--- config.mk ---
export PLATFORM = sky130hd
export DESIGN_NAME = rxdma_channel
export DESIGN_NICKNAME = d
export VERILOG_FILES = /design/src/rtl/rxdma_pkg.sv /design/src/rtl/rxdma_cfg_regs.sv /design/src/rtl/rxdma_engine.sv /design/src/rtl/rxdma_channel.sv
export SDC_FILE = /design/constraint.sdc
export NUM_CORES = 1
export LEC_CHECK = 0
export BUFFER_PORTS_ARGS = -buffer_cell sky130_fd_sc_hd__buf_2
export CORE_MARGIN = 1.5
export CORE_UTILIZATION = 40
export DETAILED_ROUTE_END_ITERATION = 7
export GPL_TIMING_DRIVEN = 0
export HOLD_SLACK_MARGIN = 0.1
export PLACE_DENSITY = 0.68
export SLEW_MARGIN = 20
export SYNTH_ARGS = -nofsm -noshare
export SYNTH_HDL_FRONTEND = slang
export SYNTH_HIERARCHICAL = 1
export SYNTH_SLANG_ARGS = --single-unit
--- constraint.sdc ---
create_clock -name clk -period 3.4 [get_ports clk]
set_clock_uncertainty 0.05 [all_clocks]
set_input_delay 0.17 -clock clk [delete_from_list [all_inputs] [get_ports clk]]
set_output_delay 0.17 -clock clk [all_outputs]
set_load 0.02 [all_outputs]
--- src/rtl/rxdma_pkg.sv ---
package rxdma_pkg;

    localparam int ADDR_W = 32;
    localparam int LEN_W  = 16;

    // status field bit positions (fixed by the descriptor format)
    localparam int ST_OWN  = 15;
    localparam int ST_EOP  = 14;
    localparam int ST_SOP  = 13;
    localparam int ST_WRAP = 12;
    localparam int ST_RERR = 2;
    localparam int ST_OVF  = 0;

    typedef enum logic [2:0] {
        S_IDLE,
        S_RD0,
        S_RD0W,
        S_RD1,
        S_RD1W,
        S_DATA,
        S_PAUSE,
        S_WB
    } eng_state_e;

    typedef struct packed {
        eng_state_e        st;
        logic [ADDR_W-1:0] desc_ptr;
        logic [ADDR_W-1:0] buf_addr;
        logic [LEN_W-1:0]  buf_len;
        logic [LEN_W-1:0]  count;
        logic [LEN_W-1:0]  bcnt;
        logic              wrap;
        logic              started;
        logic              ovf;
        logic              err;
    } eng_t;

    typedef struct packed {
        logic              enable;
        logic              pkt_halt;
        logic              brst_halt;
        logic [ADDR_W-1:0] ring;
        logic [LEN_W-1:0]  burst;
    } cfg_t;

endpackage

--- src/rtl/rxdma_cfg_regs.sv ---
module rxdma_cfg_regs
    import rxdma_pkg::*;
#(
    parameter logic [LEN_W-1:0] BURST_RESET = 16
) (
    input  logic              clk,
    input  logic              rst_n,
    input  logic              ch_rst,
    input  logic              cfg_we,
    input  logic [1:0]        cfg_addr,
    input  logic [31:0]       cfg_wdata,
    output logic [31:0]       cfg_rdata,
    input  logic              eng_stop,
    output logic              enable,
    output logic              pkt_halt,
    output logic              brst_halt,
    output logic [ADDR_W-1:0] ring_start,
    output logic [LEN_W-1:0]  burst_len
);

    cfg_t c_d, c_q;

    always_comb begin
        c_d = c_q;
        if (eng_stop) begin
            c_d.enable    = 1'b0;
            c_d.pkt_halt  = 1'b0;
            c_d.brst_halt = 1'b0;
        end
        if (cfg_we) begin
            unique case (cfg_addr)
                2'd0: begin
                    c_d.enable    = c_d.enable | cfg_wdata[0];
                    c_d.pkt_halt  = c_d.pkt_halt | cfg_wdata[1];
                    c_d.brst_halt = c_d.brst_halt | cfg_wdata[2];
                end
                2'd1:    c_d.ring  = cfg_wdata[ADDR_W-1:0];
                2'd2:    c_d.burst = cfg_wdata[LEN_W-1:0];
                default: ;
            endcase
        end
        if (ch_rst) begin
            c_d.enable    = 1'b0;
            c_d.pkt_halt  = 1'b0;
            c_d.brst_halt = 1'b0;
        end
    end

    always_ff @(posedge clk or negedge rst_n) begin
        if (!rst_n) begin
            c_q <= '{enable: 1'b0, pkt_halt: 1'b0, brst_halt: 1'b0,
                     ring: '0, burst: BURST_RESET};
        end else begin
            c_q <= c_d;
        end
    end

    always_comb begin
        unique case (cfg_addr)
            2'd0:    cfg_rdata = {29'd0, c_q.brst_halt, c_q.pkt_halt, c_q.enable};
            2'd1:    cfg_rdata = c_q.ring;
            2'd2:    cfg_rdata = {{(32-LEN_W){1'b0}}, c_q.burst};
            default: cfg_rdata = '0;
        endcase
    end

    assign enable     = c_q.enable;
    assign pkt_halt   = c_q.pkt_halt;
    assign brst_halt  = c_q.brst_halt;
    assign ring_start = c_q.ring;
    assign burst_len  = c_q.burst;

    // enable only drops because the engine stopped or the channel was reset
    assert_enable_falls_on_stop_R9: assert property (@(posedge clk) disable iff (!rst_n)
        $fell(c_q.enable) |-> ($past(eng_stop) || $past(ch_rst)));

endmodule

--- src/rtl/rxdma_engine.sv ---
module rxdma_engine
    import rxdma_pkg::*;
(
    input  logic              clk,
    input  logic              rst_n,
    input  logic              ch_rst,
    input  logic              enable,
    input  logic              pkt_halt,
    input  logic              brst_halt,
    input  logic [ADDR_W-1:0] ring_start,
    input  logic [LEN_W-1:0]  burst_len,
    output logic              stop,
    output logic              mem_req,
    output logic              mem_we,
    output logic [ADDR_W-1:0] mem_addr,
    output logic [3:0]        mem_be,
    output logic [31:0]       mem_wdata,
    input  logic              mem_gnt,
    input  logic              mem_rvalid,
    input  logic [31:0]       mem_rdata,
    input  logic              in_valid,
    output logic              in_ready,
    input  logic [7:0]        in_data,
    input  logic              in_eop,
    input  logic              in_err
);

    eng_t s_d, s_q;

    logic              halt_any;
    logic              accept;
    logic              burst_end;
    logic [ADDR_W-1:0] data_addr;
    logic [15:0]       wb_status;

    assign halt_any  = pkt_halt | brst_halt;
    assign data_addr = s_q.buf_addr + ADDR_W'(s_q.count);

    always_comb begin
        wb_status          = '0;
        wb_status[ST_EOP]  = 1'b1;
        wb_status[ST_SOP]  = 1'b1;
        wb_status[ST_WRAP] = s_q.wrap;
        wb_status[ST_RERR] = s_q.err;
        wb_status[ST_OVF]  = s_q.ovf;
    end

    always_comb begin
        s_d       = s_q;
        mem_req   = 1'b0;
        mem_we    = 1'b0;
        mem_addr  = '0;
        mem_be    = '0;
        mem_wdata = '0;
        in_ready  = 1'b0;
        stop      = 1'b0;
        accept    = 1'b0;
        burst_end = 1'b0;

        unique case (s_q.st)
            S_IDLE, S_PAUSE: begin
                if (enable) begin
                    if (halt_any) stop = 1'b1;
                    else          s_d.st = (s_q.st == S_IDLE) ? S_RD0 : S_DATA;
                end
            end
            S_RD0: begin
                if (halt_any) begin
                    stop   = 1'b1;
                    s_d.st = S_IDLE;
                end else begin
                    mem_req  = 1'b1;
                    mem_addr = s_q.desc_ptr;
                    if (mem_gnt) s_d.st = S_RD0W;
                end
            end
            S_RD0W: begin
                if (mem_rvalid) begin
                    s_d.buf_len = mem_rdata[31:16];
                    s_d.wrap    = mem_rdata[ST_WRAP];
                    if (mem_rdata[ST_OWN]) begin
                        s_d.st = S_RD1;
                    end else begin
                        stop   = 1'b1;
                        s_d.st = S_IDLE;
                    end
                end
            end
            S_RD1: begin
                mem_req  = 1'b1;
                mem_addr = s_q.desc_ptr + ADDR_W'(4);
                if (mem_gnt) s_d.st = S_RD1W;
            end
            S_RD1W: begin
                if (mem_rvalid) begin
                    s_d.buf_addr = mem_rdata;
                    s_d.count    = '0;
                    s_d.bcnt     = '0;
                    s_d.started  = 1'b0;
                    s_d.ovf      = 1'b0;
                    s_d.err      = 1'b0;
                    s_d.st       = S_DATA;
                end
            end
            S_DATA: begin
                if (!s_q.started && halt_any) begin
                    stop   = 1'b1;
                    s_d.st = S_IDLE;
                end else if (in_valid) begin
                    if (s_q.count < s_q.buf_len) begin
                        mem_req   = 1'b1;
                        mem_we    = 1'b1;
                        mem_addr  = data_addr;
                        mem_be    = 4'b0001 << data_addr[1:0];
                        mem_wdata = {4{in_data}};
                        if (mem_gnt) begin
                            accept    = 1'b1;
                            s_d.count = s_q.count + 1'b1;
                            if (s_q.bcnt + 1'b1 == burst_len) begin
                                s_d.bcnt  = '0;
                                burst_end = 1'b1;
                            end else begin
                                s_d.bcnt = s_q.bcnt + 1'b1;
                            end
                        end
                    end else begin
                        accept  = 1'b1;
                        s_d.ovf = 1'b1;
                    end
                    in_ready = accept;
                    if (accept) begin
                        s_d.started = 1'b1;
                        s_d.err     = s_q.err | in_err;
                        if (in_eop) begin
                            s_d.st = S_WB;
                        end else if (burst_end && brst_halt) begin
                            stop   = 1'b1;
                            s_d.st = S_PAUSE;
                        end
                    end
                end
            end
            S_WB: begin
                mem_req   = 1'b1;
                mem_we    = 1'b1;
                mem_addr  = s_q.desc_ptr;
                mem_be    = 4'hF;
                mem_wdata = {s_q.count, wb_status};
                if (mem_gnt) begin
                    s_d.desc_ptr = s_q.wrap ? ring_start : s_q.desc_ptr + ADDR_W'(8);
                    s_d.st       = S_RD0;
                end
            end
            default: s_d.st = S_IDLE;
        endcase

        if (ch_rst) begin
            s_d          = s_q;
            s_d.st       = S_IDLE;
            s_d.desc_ptr = ring_start;
            s_d.count    = '0;
            s_d.bcnt     = '0;
            s_d.started  = 1'b0;
            s_d.ovf      = 1'b0;
            s_d.err      = 1'b0;
            mem_req      = 1'b0;
            in_ready     = 1'b0;
            stop         = 1'b0;
        end
    end

    always_ff @(posedge clk or negedge rst_n) begin
        if (!rst_n) begin
            s_q <= '{st: S_IDLE, desc_ptr: '0, buf_addr: '0, buf_len: '0,
                     count: '0, bcnt: '0, wrap: 1'b0, started: 1'b0,
                     ovf: 1'b0, err: 1'b0};
        end else begin
            s_q <= s_d;
        end
    end

    // data byte writes stay inside the buffer of the current descriptor
    assert_byte_in_buffer_R6: assert property (@(posedge clk) disable iff (!rst_n)
        (mem_req && mem_we && mem_be != 4'hF) |->
        ((mem_addr - s_q.buf_addr) < ADDR_W'(s_q.buf_len)));

    // a data byte write touches exactly one lane
    assert_single_lane_R3: assert property (@(posedge clk) disable iff (!rst_n)
        (mem_req && mem_we && mem_be != 4'hF) |-> $onehot(mem_be));

    // a wrapping descriptor sends the next fetch back to the ring start
    assert_wrap_target_R5: assert property (@(posedge clk) disable iff (!rst_n)
        (s_q.st == S_WB && mem_gnt && s_q.wrap && !ch_rst) |=>
        (s_q.desc_ptr == $past(ring_start)));

    // the stream is never accepted while the channel is disabled
    assert_ready_needs_enable_R2: assert property (@(posedge clk) disable iff (!rst_n)
        in_ready |-> enable);

    // a stop only happens on a running channel
    assert_stop_while_enabled_R8: assert property (@(posedge clk) disable iff (!rst_n)
        stop |-> enable);

endmodule

--- src/rtl/rxdma_channel.sv ---
module rxdma_channel
    import rxdma_pkg::*;
#(
    parameter int BURST_RESET = 16
) (
    input  logic        clk,
    input  logic        rst_n,
    input  logic        ch_rst,
    input  logic        cfg_we,
    input  logic [1:0]  cfg_addr,
    input  logic [31:0] cfg_wdata,
    output logic [31:0] cfg_rdata,
    output logic        mem_req,
    output logic        mem_we,
    output logic [31:0] mem_addr,
    output logic [3:0]  mem_be,
    output logic [31:0] mem_wdata,
    input  logic        mem_gnt,
    input  logic        mem_rvalid,
    input  logic [31:0] mem_rdata,
    input  logic        in_valid,
    output logic        in_ready,
    input  logic [7:0]  in_data,
    input  logic        in_eop,
    input  logic        in_err
);

    logic              eng_stop;
    logic              enable;
    logic              pkt_halt;
    logic              brst_halt;
    logic [ADDR_W-1:0] ring_start;
    logic [LEN_W-1:0]  burst_len;

    rxdma_cfg_regs #(
        .BURST_RESET(LEN_W'(BURST_RESET))
    ) u_regs (
        .clk       (clk),
        .rst_n     (rst_n),
        .ch_rst    (ch_rst),
        .cfg_we    (cfg_we),
        .cfg_addr  (cfg_addr),
        .cfg_wdata (cfg_wdata),
        .cfg_rdata (cfg_rdata),
        .eng_stop  (eng_stop),
        .enable    (enable),
        .pkt_halt  (pkt_halt),
        .brst_halt (brst_halt),
        .ring_start(ring_start),
        .burst_len (burst_len)
    );

    rxdma_engine u_eng (
        .clk       (clk),
        .rst_n     (rst_n),
        .ch_rst    (ch_rst),
        .enable    (enable),
        .pkt_halt  (pkt_halt),
        .brst_halt (brst_halt),
        .ring_start(ring_start),
        .burst_len (burst_len),
        .stop      (eng_stop),
        .mem_req   (mem_req),
        .mem_we    (mem_we),
        .mem_addr  (mem_addr),
        .mem_be    (mem_be),
        .mem_wdata (mem_wdata),
        .mem_gnt   (mem_gnt),
        .mem_rvalid(mem_rvalid),
        .mem_rdata (mem_rdata),
        .in_valid  (in_valid),
        .in_ready  (in_ready),
        .in_data   (in_data),
        .in_eop    (in_eop),
        .in_err    (in_err)
    );

endmodule

==> metrics.txt, run 1 <==
# TYPE chip_impl_metric gauge
chip_impl_info{name="outcome",value="finished, violations left"} 1
chip_impl_info{name="failing_checks",value="negative setup slack"} 1
chip_impl_metric{name="globalRoute.totalOverflow",unit=""} 0
chip_impl_info{name="clk_root_buffer_cell",value="clkbuf_16"} 1
chip_impl_metric{name="maxSlewHeadroom",unit=""} 0.289
chip_impl_metric{name="synth-xor-area-share",unit=""} 0.0480
chip_impl_metric{name="crit_fanout",unit=""} 7
chip_impl_metric{name="filler_cell_count",unit=""} 2583
chip_impl_metric{name="insertion_delay",unit="ns"} 0.44
chip_impl_metric{name="port_buffers",unit=""} 183
chip_impl_metric{name="ctsHtreeMaxLevel",unit=""} 4
chip_impl_metric{name="fraction_of_layout_instances_using_a_drive_strength_above_1",unit=""} 0.293
chip_impl_metric{name="postSynthAreaPerCell",unit="um2"} 9.09
chip_impl_metric{name="finalNetCount",unit=""} 1675
chip_impl_metric{name="floorplan.rows",unit=""} 61
chip_impl_info{name="crit_family",value="compound AO/OA/AOI/OAI gates"} 1
chip_impl_info{name="grt_setup_unrepaired",value="true"} 1
chip_impl_metric{name="antenna_violations_before_repair",unit=""} 0
chip_impl_metric{name="fraction_of_the_mapped_netlist_area_in_adder_cells",unit=""} 0.0399
chip_impl_metric{name="dieArea",unit="um2"} 29700
chip_impl_metric{name="postSynth.asyncResetShare",unit=""} 1.00
chip_impl_metric{name="drc_errors",unit=""} 0
chip_impl_metric{name="timing.final.setup_violations",unit=""} 7
chip_impl_metric{name="mux_cell_area_share_after_synthesis",unit=""} 0.113
chip_impl_metric{name="max_cap_viol_count",unit=""} 0
chip_impl_metric{name="timing.final.hold_violations",unit=""} 0
chip_impl_info{name="min-delay-path-class",value="in2reg"} 1
chip_impl_metric{name="final_cell_area",unit="um2"} 14900
chip_impl_metric{name="synth-seq-cells",unit=""} 170
chip_impl_metric{name="fin_cells",unit=""} 1946
chip_impl_metric{name="groute.usage.overall",unit=""} 0.267
chip_impl_metric{name="drv_slew",unit=""} 0
chip_impl_metric{name="finalSetupTns",unit="ns"} -0.659
chip_impl_info{name="crit_path_end_kind",value="output pin"} 1
chip_impl_metric{name="detail_route.wirelength",unit="mm"} 39.6
chip_impl_metric{name="post_synth_and_or_nand_nor_area_fraction",unit=""} 0.173
chip_impl_metric{name="antenna_violation_net_count_after_detailed_routing",unit=""} 0
chip_impl_metric{name="internal_power",unit="uW"} 4860
chip_impl_metric{name="synth.net_count",unit=""} 1383
chip_impl_metric{name="cts_buffers",unit=""} 17
chip_impl_metric{name="insertedDiodeCount",unit=""} 0
chip_impl_metric{name="synth_cells",unit=""} 1264
chip_impl_metric{name="die-height",unit="um"} 172
chip_impl_metric{name="grt_pass1_vias",unit=""} 10891
chip_impl_metric{name="drtIter0Drc",unit=""} 1230
chip_impl_metric{name="post-place-cells",unit=""} 1826
chip_impl_metric{name="number_of_vias_in_the_routed_layout",unit=""} 11359
chip_impl_metric{name="1st_pass_router_iterations",unit=""} 5
chip_impl_info{name="cts_tree",value="built"} 1
chip_impl_metric{name="start_util",unit=""} 0.410
chip_impl_metric{name="global_route_wire_length_before_repair",unit="mm"} 60.4
chip_impl_metric{name="yosysSeqAreaShare",unit=""} 0.370
chip_impl_metric{name="clock-sinks",unit=""} 170
chip_impl_metric{name="detailedPlacementHpwl",unit="mm"} 28.7
chip_impl_info{name="timing.critical_path.mode_cell",value="buf_4"} 1
chip_impl_metric{name="detail_route.vias_per_cell",unit=""} 5.84
chip_impl_metric{name="floorplan.io_pins",unit=""} 186
chip_impl_metric{name="cts_buffer_depth",unit=""} 2
chip_impl_metric{name="die_w",unit="um"} 172
chip_impl_info{name="critPathSlowestCell",value="dfrtp_1"} 1
chip_impl_metric{name="routabilityCongestion",unit=""} 0.961
chip_impl_metric{name="final_min_period_over_clock_period",unit=""} 1.05
chip_impl_metric{name="p_sw_frac",unit=""} 0.410
chip_impl_metric{name="placeable_core_area",unit="um2"} 28000
chip_impl_metric{name="p_per_area",unit="nW/um2"} 554
chip_impl_metric{name="detail_route.wl_per_cell",unit="um"} 20.4
chip_impl_metric{name="timing_worst_slew_pin_value",unit="ns"} 1.06
chip_impl_metric{name="netSwitchingPower",unit="uW"} 3370
chip_impl_metric{name="post_synth_num_cell_types",unit=""} 75
chip_impl_metric{name="compound_gate_portion_of_the_synthesized_area",unit=""} 0.210
chip_impl_metric{name="seq_power_share",unit=""} 0.379
chip_impl_info{name="category_of_the_worst_setup_path_launch_point",value="register"} 1
chip_impl_metric{name="critical_path.n_buffers_inverters",unit=""} 2
chip_impl_metric{name="critical-path-max-stage-delay",unit="ns"} 0.44
chip_impl_metric{name="clock.fmax",unit="MHz"} 281
chip_impl_metric{name="setup_ws",unit="ns"} -0.161
chip_impl_metric{name="power.combinational.fraction",unit=""} 0.389
chip_impl_metric{name="period_needed",unit="ns"} 3.56
chip_impl_metric{name="vdd.ir_drop.worst",unit="mV"} 0.377
chip_impl_metric{name="worst-endpoint-required",unit="ns"} 3.18
chip_impl_metric{name="clkTransAtPathRegs",unit="ns"} 0.07
chip_impl_metric{name="grt_max_degree",unit=""} 88
chip_impl_info{name="synth_top_family_by_area",value="compound AO/OA/AOI/OAI gates"} 1
chip_impl_metric{name="synth.cell_area",unit="um2"} 11500
chip_impl_info{name="ys.flop_type",value="dfrtp_1"} 1
chip_impl_metric{name="power_frac_clock",unit=""} 0.232
chip_impl_info{name="path_class",value="reg2out"} 1
chip_impl_metric{name="synth_edf_count",unit=""} 0
chip_impl_metric{name="area_after_detailed_placement",unit="um2"} 12900
chip_impl_info{name="crit_chain",value="ha_4 -> a211o_1 -> a2111oi_4 -> o21ai_2 -> a221oi_2 -> buf_4 -> a2bb2oi_4 -> nor2_2 -> xnor2_2 -> o221ai_2 -> buf_4"} 1
chip_impl_metric{name="synth-warning-count",unit=""} 6
chip_impl_metric{name="arrival",unit="ns"} 3.34
chip_impl_metric{name="leakage",unit="uW"} 0.00684
chip_impl_metric{name="areaGrowthSynthToFinish",unit="%"} 29.4
[worst reg2reg max path, cell delays in order (launching register included)]
cell and delay [ns]:
dfrtp_1 0.43, ha_1 0.17, clkbuf_1 0.30, nand2_1 0.15, nor2_2 0.24, a41oi_1 0.16
o32ai_1 0.30, o211ai_1 0.22, o31ai_4 0.51, buf_6 0.22, o21ai_1 0.08, a22o_1 0.25
[sequential cells by signal (all words and copies together), names as in the netlist]
name,flops
u_regs/pkt_halt,1
u_regs/burst_len,16
u_regs/ring_start,32
u_eng/s_q,119
u_regs/enable,1
u_regs/brst_halt,1
[path summary, 6_finish.rpt]
check	startpoint	to	slack (ns)	depth (start not counted)
hold reg to reg	u_eng/s_q[84]	u_eng/s_q[84]	0.46	1
setup reg to reg	u_eng/s_q[4]	u_eng/s_q[19]	0.21	11
hold / removal	mem_gnt	u_eng/s_q[118]	0.14	3
max in group asynchronous	rst_n	u_eng/s_q[48]	2.12	3
setup / recovery	u_eng/s_q[53]	mem_addr[21]	-0.16	11
min in group asynchronous	rst_n	u_eng/s_q[8]	0.31	2
[kinds of logic (layout without fill, tap and decap cells)]
group | after synthesis | in the layout
AO/OA/AOI/OAI | 374 | 374
adder cells (fa/ha/maj) | 36 | 36
AND/OR/NAND/NOR | 398 | 398
XOR/XNOR | 63 | 63
buffers and inverters | 117 | 421
multiplexers | 106 | 106
flip-flops | 170 | 170
[layout make-up]
type,count,area (um2),share of cell area
multi-input cells,977,7160,0.482
clock buffers,20,437,0.0294
inverters,42,158,0.0106
well taps,378,473,0.0318
repair buffers,279,1880,0.126
plain buffers,69,374,0.0252
flip-flops and latches,170,4280,0.288
clock inverters,11,114,0.00766
[per-layer routing]
metal	vias up	part of all wire	track usage
met5	-	0	0
met4	0	0.028	0.101
met3	67	0.077	0.0453
met2	550	0.46	0.434
met1	5527	0.43	0.356
li1	5215	-	-
[power by group through the flow]
stage / logic [uW] / clock network, uW / registers [uW]
CTS: 3060 / 1930 / 3050
detailed placement: 2860 / 0 / 3070
finish: 3200 / 1910 / 3120
global route: 3470 / 2020 / 3180
global placement: 2810 / 0 / 3060
floorplan: 2010 / 0 / 2850
[cell usage in the layout, fill, tap and decap left out, types with 17 or more instances in the layout]
cell type,n
buf_2,176
dfrtp_1,153
nand2_1,95
nor2_1,91
a21oi_1,90
o21ai_0,83
mux2_2,71
dlygate4sd3_1,69
nand3_1,47
xnor2_1,45
buf_4,44
clkbuf_1,40
inv_1,40
and2_1,32
a22o_1,31
mux2_4,30
a21o_1,26
nor3_1,25
and3_1,23
ha_1,22
o21ai_1,19
clkbuf_16,17
nand4_1,17
[cell usage after synthesis (all sizes together), types with 10 or more instances]
cell type,count,area [um2]
xor2,16,140
nor3,30,150
a21o,26,195
clkbuf,52,196
nor2,100,375
buf,23,170
o21ai,109,546
a211oi,10,75.1
o22ai,13,81.3
mux2,101,1250
and2,33,206
ha,35,438
nand2,98,368
and3,23,144
dfrtp,169,4230
a21oi,93,465
a22o,31,272
xnor2,47,412
nand4,17,106
nand3,48,245
inv,40,150
[repair_timing]
| action | in CTS | in global routing |
|---|---|---|
| endpoints found under the hold margin | 186 | 0 |
| buffers inserted | 12 | 14 |
| gates resized for setup | 80 | 69 |
| setup endpoints to repair | 79 | 74 |
| pin swaps | 12 | 15 |
| hold buffers | 69 | 0 |
[metrics by stage]
step | setup slack [ns] | total power, uW | hold slack, ns | utilization
2_1_floorplan | 0.133 | 4860 | -0.176 | -
3_3_place_gp | -0.648 | 5870 | 0.353 | 0.460
3_5_place_dp | -0.519 | 5930 | 0.190 | 0.461
4_1_cts | -0.0813 | 8030 | 0.117 | 0.519
5_1_grt | -0.256 | 8670 | 0.196 | 0.531
6_report | -0.161 | 8230 | 0.145 | 0.531
(Power assumes the default switching activity.)
==> inputs of run 2 (changes only) <==
Settings changed: CTS_BUF_LIST set to sky130_fd_sc_hd__clkbuf_8.
==> run 2 against run 1 <==
The flow still finishes with violations (negative setup slack). Register-to-register slack worse by 0.02 ns. Sequential power about the same. Highest routed layer unchanged. Final cell count up 0.67%. Critical endpoint unchanged. Worst hold slack better by 0.012 ns. Critical path depth unchanged.
==> metrics.txt, run 2 (synthesis gave the netlist of run 1 again) <==
# TYPE chip_impl_metric gauge
chip_impl_metric{name="ctsHtreeMaxLevel",unit=""} 4
chip_impl_metric{name="cts_buffer_depth",unit=""} 2
chip_impl_info{name="timing.rr.end",value="u_eng/s_q[12]"} 1
chip_impl_metric{name="start_util",unit=""} 0.410
chip_impl_metric{name="grt_max_degree",unit=""} 88
chip_impl_metric{name="floorplan.io_pins",unit=""} 186
chip_impl_info{name="hold_end",value="u_regs/burst_len[0]"} 1
chip_impl_metric{name="drtIter0Drc",unit=""} 971
chip_impl_info{name="hold_path_startpoint",value="cfg_we"} 1
chip_impl_info{name="max_flop_register",value="u_eng/s_q"} 1
chip_impl_metric{name="clock-sinks",unit=""} 170
chip_impl_metric{name="fraction_of_layout_instances_using_a_drive_strength_above_1",unit=""} 0.310
chip_impl_info{name="crit_family",value="compound AO/OA/AOI/OAI gates"} 1
chip_impl_metric{name="areaGrowthSynthToFinish",unit="%"} 29.9
chip_impl_metric{name="dieArea",unit="um2"} 29700
chip_impl_metric{name="largest_register_ffs",unit=""} 119
chip_impl_metric{name="maxSlewHeadroom",unit=""} 0.258
chip_impl_metric{name="detail_route.wl_per_cell",unit="um"} 20.3
chip_impl_metric{name="antenna_violations_before_repair",unit=""} 0
chip_impl_info{name="layout_commonest_cell",value="buf_2"} 1
chip_impl_metric{name="leakage",unit="uW"} 0.00686
chip_impl_metric{name="groute.usage.overall",unit=""} 0.267
chip_impl_metric{name="worst_r2r_path_depth",unit=""} 10
chip_impl_metric{name="1st_pass_router_iterations",unit=""} 5
chip_impl_info{name="path_class",value="reg2out"} 1
chip_impl_metric{name="placeable_core_area",unit="um2"} 28000
chip_impl_info{name="cts_tree",value="built"} 1
chip_impl_metric{name="clock.fmax",unit="MHz"} 284
chip_impl_metric{name="p_per_area",unit="nW/um2"} 524
chip_impl_metric{name="timing_worst_slew_pin_value",unit="ns"} 1.10
chip_impl_metric{name="global_route_wire_length_before_repair",unit="mm"} 60.5
chip_impl_metric{name="worst-endpoint-required",unit="ns"} 3.18
chip_impl_metric{name="worst_path_depth",unit=""} 11
chip_impl_info{name="category_of_the_worst_setup_path_launch_point",value="register"} 1
chip_impl_info{name="failing_checks",value="negative setup slack"} 1
chip_impl_metric{name="ff2ff_setup_slack",unit="ns"} 0.19
chip_impl_metric{name="timing.final.hold_violations",unit=""} 0
chip_impl_metric{name="period_needed",unit="ns"} 3.52
chip_impl_metric{name="clkTransAtPathRegs",unit="ns"} 0.10
chip_impl_metric{name="floorplan.rows",unit=""} 61
chip_impl_metric{name="crit_fanout",unit=""} 7
chip_impl_info{name="crit_path_end_kind",value="output pin"} 1
chip_impl_metric{name="insertion_delay",unit="ns"} 0.47
chip_impl_metric{name="drv_slew",unit=""} 0
chip_impl_metric{name="timing.final.setup_violations",unit=""} 8
chip_impl_metric{name="detail_route.vias_per_cell",unit=""} 5.78
chip_impl_info{name="clk_root_buffer_cell",value="clkbuf_8"} 1
chip_impl_metric{name="area.sequential",unit="um2"} 4280
chip_impl_metric{name="finalNetCount",unit=""} 1688
chip_impl_metric{name="combined_area_of_the_multi_input_logic_cells",unit="um2"} 7280
chip_impl_metric{name="setup_ws",unit="ns"} -0.116
chip_impl_metric{name="critical-path-max-stage-delay",unit="ns"} 0.45
chip_impl_metric{name="timing.hold.worst_path_depth",unit=""} 3
chip_impl_metric{name="cts_buffers",unit=""} 17
chip_impl_info{name="crit-reg2reg-launch",value="u_eng/s_q[6]"} 1
chip_impl_info{name="crit_chain",value="ha_4 -> a211o_1 -> a2111oi_4 -> o21ai_2 -> a221oi_2 -> buf_4 -> a2bb2oi_4 -> nor2_1 -> xnor2_1 -> o221ai_2 -> buf_4"} 1
chip_impl_info{name="timing.critical_path.mode_cell",value="buf_4"} 1
chip_impl_metric{name="insertedDiodeCount",unit=""} 0
chip_impl_metric{name="antenna_violation_net_count_after_detailed_routing",unit=""} 0
chip_impl_metric{name="final_min_period_over_clock_period",unit=""} 1.03
chip_impl_metric{name="globalRoute.totalOverflow",unit=""} 0
chip_impl_metric{name="filler_cell_count",unit=""} 2572
chip_impl_info{name="mostFrequentLayoutCells",value="buf_2, dfrtp_1, nand2_1"} 1
chip_impl_metric{name="detailedPlacementHpwl",unit="mm"} 28.7
chip_impl_metric{name="detail_route.wirelength",unit="mm"} 39.7
chip_impl_metric{name="max_cap_viol_count",unit=""} 0
chip_impl_metric{name="routabilityCongestion",unit=""} 0.961
chip_impl_metric{name="area_after_detailed_placement",unit="um2"} 12900
chip_impl_metric{name="port_buffers",unit=""} 183
chip_impl_metric{name="die-height",unit="um"} 172
chip_impl_info{name="outcome",value="finished, violations left"} 1
chip_impl_metric{name="pre_cts_ws",unit="ns"} -0.519
chip_impl_metric{name="arrival",unit="ns"} 3.30
chip_impl_info{name="grt_setup_unrepaired",value="true"} 1
chip_impl_metric{name="p_total",unit="uW"} 7820
chip_impl_metric{name="critical_path.n_buffers_inverters",unit=""} 2
chip_impl_metric{name="grt_pass1_vias",unit=""} 10846
chip_impl_info{name="critPathSlowestCell",value="dfrtp_1"} 1
chip_impl_metric{name="finalCoreUtilization",unit=""} 0.533
chip_impl_metric{name="vdd.ir_drop.worst",unit="mV"} 0.329
chip_impl_metric{name="die_w",unit="um"} 172
chip_impl_info{name="min-delay-path-class",value="in2reg"} 1
chip_impl_metric{name="drc_errors",unit=""} 0
chip_impl_metric{name="final_cell_area",unit="um2"} 14900
chip_impl_metric{name="number_of_vias_in_the_routed_layout",unit=""} 11331
==> run 2: cell types whose count changed in the layout (fill, tap and decap cells not counted), sizes merged <==
cell,change
clkbuf,-4
buf,+11
dlygate4sd3,+3
inv,+3
==> run 2: worst max-delay path by stage <==
stage / start / endpoint / slack [ns]
final: u_eng/s_q[53] / mem_addr[21] / -0.12
after global routing: u_eng/s_q[27] / mem_addr[21] / -0.29
after CTS: u_eng/s_q[53] / mem_addr[29] / -0.11
after detailed placement: u_eng/s_q[21] / mem_addr[21] / -0.52
after global placement: rst_n / u_eng/s_q[47] / -0.65
after floorplan: u_eng/s_q[21] / mem_addr[23] / 0.13
==> run 2: what timing repair did <==
action,in CTS,in global routing
hold endpoints to repair,188,0
hold buffers,72,0
gates resized for setup,91,84
endpoints found under the setup margin,80,73
pin swaps,13,25
buffers inserted,20,19
==> run 2: tightest hold or removal path: stages <==
cell and delay (ns):
buf_2 0.14, nand3b_4 0.16, mux2_2 0.17
==> run 2: metrics by stage <==
stage | instances | setup TNS, ns | hold slack, ns
global route | 1959 | -2.00 | 0.149
finish | 1959 | -0.410 | 0.157
detailed placement | 1826 | -10.91 | 0.190
floorplan | 1264 | 0 | -0.176
global placement | 1825 | -115.53 | 0.353
CTS | 1945 | -0.392 | 0.131
==> run 2: final cells by class <==
cell class / count / area share
clock inverters: 14 / 0.00838
repair buffers: 294 / 0.134
flip-flops and latches: 170 / 0.287
clock buffers: 17 / 0.0157
well taps: 378 / 0.0317
plain buffers: 67 / 0.0253
inverters: 42 / 0.0106
multi-input cells: 977 / 0.488
==> run 2: layer usage <==
metal  global-route usage  up-vias  share of wire
li1                     -     5243              -
met1                0.359     5487           0.43
met2                0.431      522           0.46
met3               0.0437       79          0.074
met4                0.102        0          0.032
met5                    0        -              0
==> run 2: where the power goes <==
part	internal (uW)	switching, uW
sequential	2500	617
clock	582	825
combinational	1380	1910
==> inputs of run 3 (changes only) <==
Settings changed: ABC_AREA set to 1.
==> run 3 against run 2 <==
The flow now finishes without violations. Final cell count grew 22%. Non-clock buffer count down 47. Global-route usage grew 1.3 points. Die area up 3.4%. Largest cell class unchanged.
==> metrics.txt, run 3 <==
# TYPE chip_impl_metric gauge
chip_impl_metric{name="ctsHtreeMaxLevel",unit=""} 4
chip_impl_metric{name="clock.fmax",unit="MHz"} 300
chip_impl_metric{name="dieArea",unit="um2"} 30800
chip_impl_metric{name="synth-xor-area-share",unit=""} 0.0221
chip_impl_metric{name="floorplan.rows",unit=""} 62
chip_impl_metric{name="number_of_vias_in_the_routed_layout",unit=""} 12987
chip_impl_info{name="synth_top_family_by_area",value="simple AND/OR/NAND/NOR gates"} 1
chip_impl_metric{name="clock-sinks",unit=""} 170
chip_impl_metric{name="port_buffers",unit=""} 185
chip_impl_info{name="crit_path_end_kind",value="output pin"} 1
chip_impl_metric{name="fin_cells",unit=""} 2397
chip_impl_metric{name="yosysSeqAreaShare",unit=""} 0.358
chip_impl_info{name="max_flop_register",value="u_eng/s_q"} 1
chip_impl_metric{name="p_total",unit="uW"} 7500
chip_impl_metric{name="drv_slew",unit=""} 0
chip_impl_metric{name="drc_errors",unit=""} 0
chip_impl_metric{name="filler_cell_count",unit=""} 3024
chip_impl_info{name="layout_commonest_cell",value="nand2_1"} 1
chip_impl_info{name="outcome",value="finished clean"} 1
chip_impl_metric{name="die-height",unit="um"} 175
chip_impl_metric{name="routabilityCongestion",unit=""} 0.948
chip_impl_metric{name="post_synth_num_cell_types",unit=""} 54
chip_impl_metric{name="mux_cell_area_share_after_synthesis",unit=""} 0.0133
chip_impl_info{name="timing.rr.end",value="u_regs/brst_halt"} 1
chip_impl_info{name="post_synth_top_area_cell",value="dfrtp_1"} 1
chip_impl_metric{name="floorplan.io_pins",unit=""} 186
chip_impl_metric{name="synth.cell_area",unit="um2"} 11900
chip_impl_metric{name="die_w",unit="um"} 175
chip_impl_metric{name="antenna_violations_before_repair",unit=""} 0
chip_impl_metric{name="synth_edf_count",unit=""} 0
chip_impl_info{name="cts_tree",value="built"} 1
chip_impl_info{name="startpoint_of_the_most_critical_setup_path",value="u_eng/s_q[29]"} 1
chip_impl_info{name="ys.flop_type",value="dfrtp_1"} 1
chip_impl_metric{name="postSynth.asyncResetShare",unit=""} 1.00
chip_impl_metric{name="max_cap_viol_count",unit=""} 0
chip_impl_metric{name="groute.usage.overall",unit=""} 0.281
chip_impl_info{name="min-delay-path-class",value="in2async"} 1
chip_impl_metric{name="synth.net_count",unit=""} 1835
chip_impl_metric{name="postSynthAreaPerCell",unit="um2"} 6.93
chip_impl_metric{name="post_synth_and_or_nand_nor_area_fraction",unit=""} 0.329
chip_impl_metric{name="synth-warning-count",unit=""} 6
chip_impl_info{name="post_synth_most_frequent_cells",value="nand2_1, inv_1, dfrtp_1"} 1
chip_impl_info{name="path_class",value="reg2out"} 1
chip_impl_metric{name="ff2ff_setup_slack",unit="ns"} 0.33
chip_impl_metric{name="timing_worst_slew_pin_value",unit="ns"} 0.710
chip_impl_metric{name="detail_route.wl_per_cell",unit="um"} 18.0
chip_impl_metric{name="finalNetCount",unit=""} 2119
chip_impl_metric{name="clkTransAtPathRegs",unit="ns"} 0.11
chip_impl_metric{name="fraction_of_layout_instances_using_a_drive_strength_above_1",unit=""} 0.179
chip_impl_metric{name="grt_max_degree",unit=""} 71
chip_impl_metric{name="compound_gate_portion_of_the_synthesized_area",unit=""} 0.147
chip_impl_metric{name="hold_slack",unit="ns"} 0.132
chip_impl_info{name="mostFrequentLayoutCells",value="nand2_1, inv_1, buf_2"} 1
chip_impl_metric{name="drtIter0Drc",unit=""} 1391
chip_impl_metric{name="detail_route.vias_per_cell",unit=""} 5.42
chip_impl_metric{name="antenna_violation_net_count_after_detailed_routing",unit=""} 0
chip_impl_metric{name="finalCoreUtilization",unit=""} 0.507
chip_impl_metric{name="insertion_delay",unit="ns"} 0.47
chip_impl_metric{name="arrival",unit="ns"} 3.12
chip_impl_metric{name="p_per_area",unit="nW/um2"} 510
chip_impl_metric{name="maxSlewHeadroom",unit=""} 0.527
chip_impl_metric{name="synthDominantCellAreaShare",unit=""} 0.356
chip_impl_metric{name="crit_fanout",unit=""} 5
chip_impl_metric{name="vdd.ir_drop.worst",unit="mV"} 0.274
chip_impl_metric{name="final_min_period_over_clock_period",unit=""} 0.981
chip_impl_metric{name="cts_buffer_depth",unit=""} 2
chip_impl_metric{name="largest_register_ffs",unit=""} 119
chip_impl_metric{name="finalSetupTns",unit="ns"} 0
chip_impl_metric{name="grt_pass1_vias",unit=""} 12468
chip_impl_metric{name="leakage",unit="uW"} 0.00731
chip_impl_metric{name="synth-seq-cells",unit=""} 170
chip_impl_info{name="category_of_the_worst_setup_path_launch_point",value="register"} 1
chip_impl_metric{name="1st_pass_router_iterations",unit=""} 5
chip_impl_metric{name="timing.final.setup_violations",unit=""} 0
chip_impl_info{name="critPathCapture",value="mem_addr[18]"} 1
chip_impl_metric{name="insertedDiodeCount",unit=""} 0
chip_impl_metric{name="areaGrowthSynthToFinish",unit="%"} 23.6
chip_impl_metric{name="period_needed",unit="ns"} 3.34
chip_impl_info{name="synth.area.top_cells",value="dfrtp_1, nand2_1, inv_1"} 1
chip_impl_metric{name="worst_r2r_path_depth",unit=""} 17
chip_impl_metric{name="worst-endpoint-required",unit="ns"} 3.18
chip_impl_metric{name="cts_buffers",unit=""} 17
chip_impl_metric{name="start_util",unit=""} 0.410
chip_impl_info{name="clk_root_buffer_cell",value="clkbuf_8"} 1
chip_impl_metric{name="global_route_wire_length_before_repair",unit="mm"} 67.1
chip_impl_metric{name="detail_route.wirelength",unit="mm"} 43.2
chip_impl_metric{name="globalRoute.totalOverflow",unit=""} 0
chip_impl_metric{name="placeable_core_area",unit="um2"} 29000
chip_impl_metric{name="fraction_of_the_mapped_netlist_area_in_adder_cells",unit=""} 0.0385
chip_impl_metric{name="synth_cells",unit=""} 1716
chip_impl_info{name="crit-reg2reg-launch",value="u_eng/s_q[4]"} 1
chip_impl_metric{name="detailedPlacementHpwl",unit="mm"} 33.7
chip_impl_info{name="post-synth-top-count-cell",value="nand2_1"} 1
chip_impl_metric{name="timing.final.hold_violations",unit=""} 0
chip_impl_metric{name="post-place-cells",unit=""} 2287
## run 3: changes by cell type in the layout (fill, tap and decap cells not counted), moves of 31 or more
cell     before  now
nand2_1      93  537
o21ai_0      80  132
mux2_2       71   14
inv_1        42  205
buf_4        54   16
xnor2_1      47   15
nor2_1       92  131
nand3_1      45   91
and2_1       32    1
## run 3: timing repair
action	CTS	global route
resized for setup	17	30
setup buffers	2	2
hold buffers	74	0
hold endpoints to repair	218	0
pin swaps	3	3
setup endpoints to repair	69	42
## run 3: cell families (layout without fill, tap and decap cells)
kind of cell / count (synthesis) / after routing
AO/OA/AOI/OAI: 306 / 306
XOR/XNOR: 30 / 30
adder cells (fa/ha/maj): 36 / 36
buffers and inverters: 270 / 567
flip-flops: 170 / 170
multiplexers: 14 / 14
AND/OR/NAND/NOR: 890 / 890
## run 3: worst min-delay path by stage
stage	to	slack, ns	cells after the start
floorplan	u_eng/s_q[0]	-0.18	0
global placement	u_regs/ring_start[21]	0.32	3
detailed placement	u_eng/s_q[81]	0.04	1
CTS	u_eng/s_q[81]	0.12	2
global route	u_eng/s_q[81]	0.14	2
finish	u_eng/s_q[81]	0.13	2
## run 3: power by group
part           total (uW)  internal [uW]  leakage [uW]  switching, uW
logic                2830            993       0.00489           1840
registers            3050           2510       0.00220            543
clock network        1610            699      0.000221            914
## run 3: metrics by stage
| step | area [um2] | setup WS, ns |
|---|---|---|
| detailed placement | 13400 | -0.155 |
| floorplan | 11900 | 0.964 |
| CTS | 14600 | 0.0142 |
| global route | 14700 | -0.00521 |
| finish | 14700 | 0.0641 |
| global placement | 13300 | -0.812 |
## run 3: worst max-delay path: stages (launching register included)
cell and delay, ns:
dfrtp_2 0.49, ha_1 0.34, a21oi_1 0.15, o21ai_0 0.11, a21oi_2 0.31, nand2_2 0.14, inv_2 0.11, nand3_4 0.15
buf_4 0.20, a21oi_1 0.10, o21ai_0 0.14, o211ai_1 0.19, buf_2 0.23
## run 3: metal layers
layer,GRT usage,vias up,wire [um]
met5,0,-,0
met4,0.0808,0,1080
met3,0.0355,62,2960
met2,0.467,541,20200
met1,0.383,6172,19000
li1,-,6212,-
## run 3: final cells by class
cell class / count / area, um2 / area share
multi-input combinational: 1276 / 6630 / 0.451
sequential: 170 / 4270 / 0.290
timing repair buffer: 265 / 1760 / 0.120
inverter: 221 / 843 / 0.0574
tap: 384 / 480 / 0.0327
buffer: 49 / 283 / 0.0192
clock buffer: 17 / 234 / 0.0159
clock inverter: 15 / 203 / 0.0138
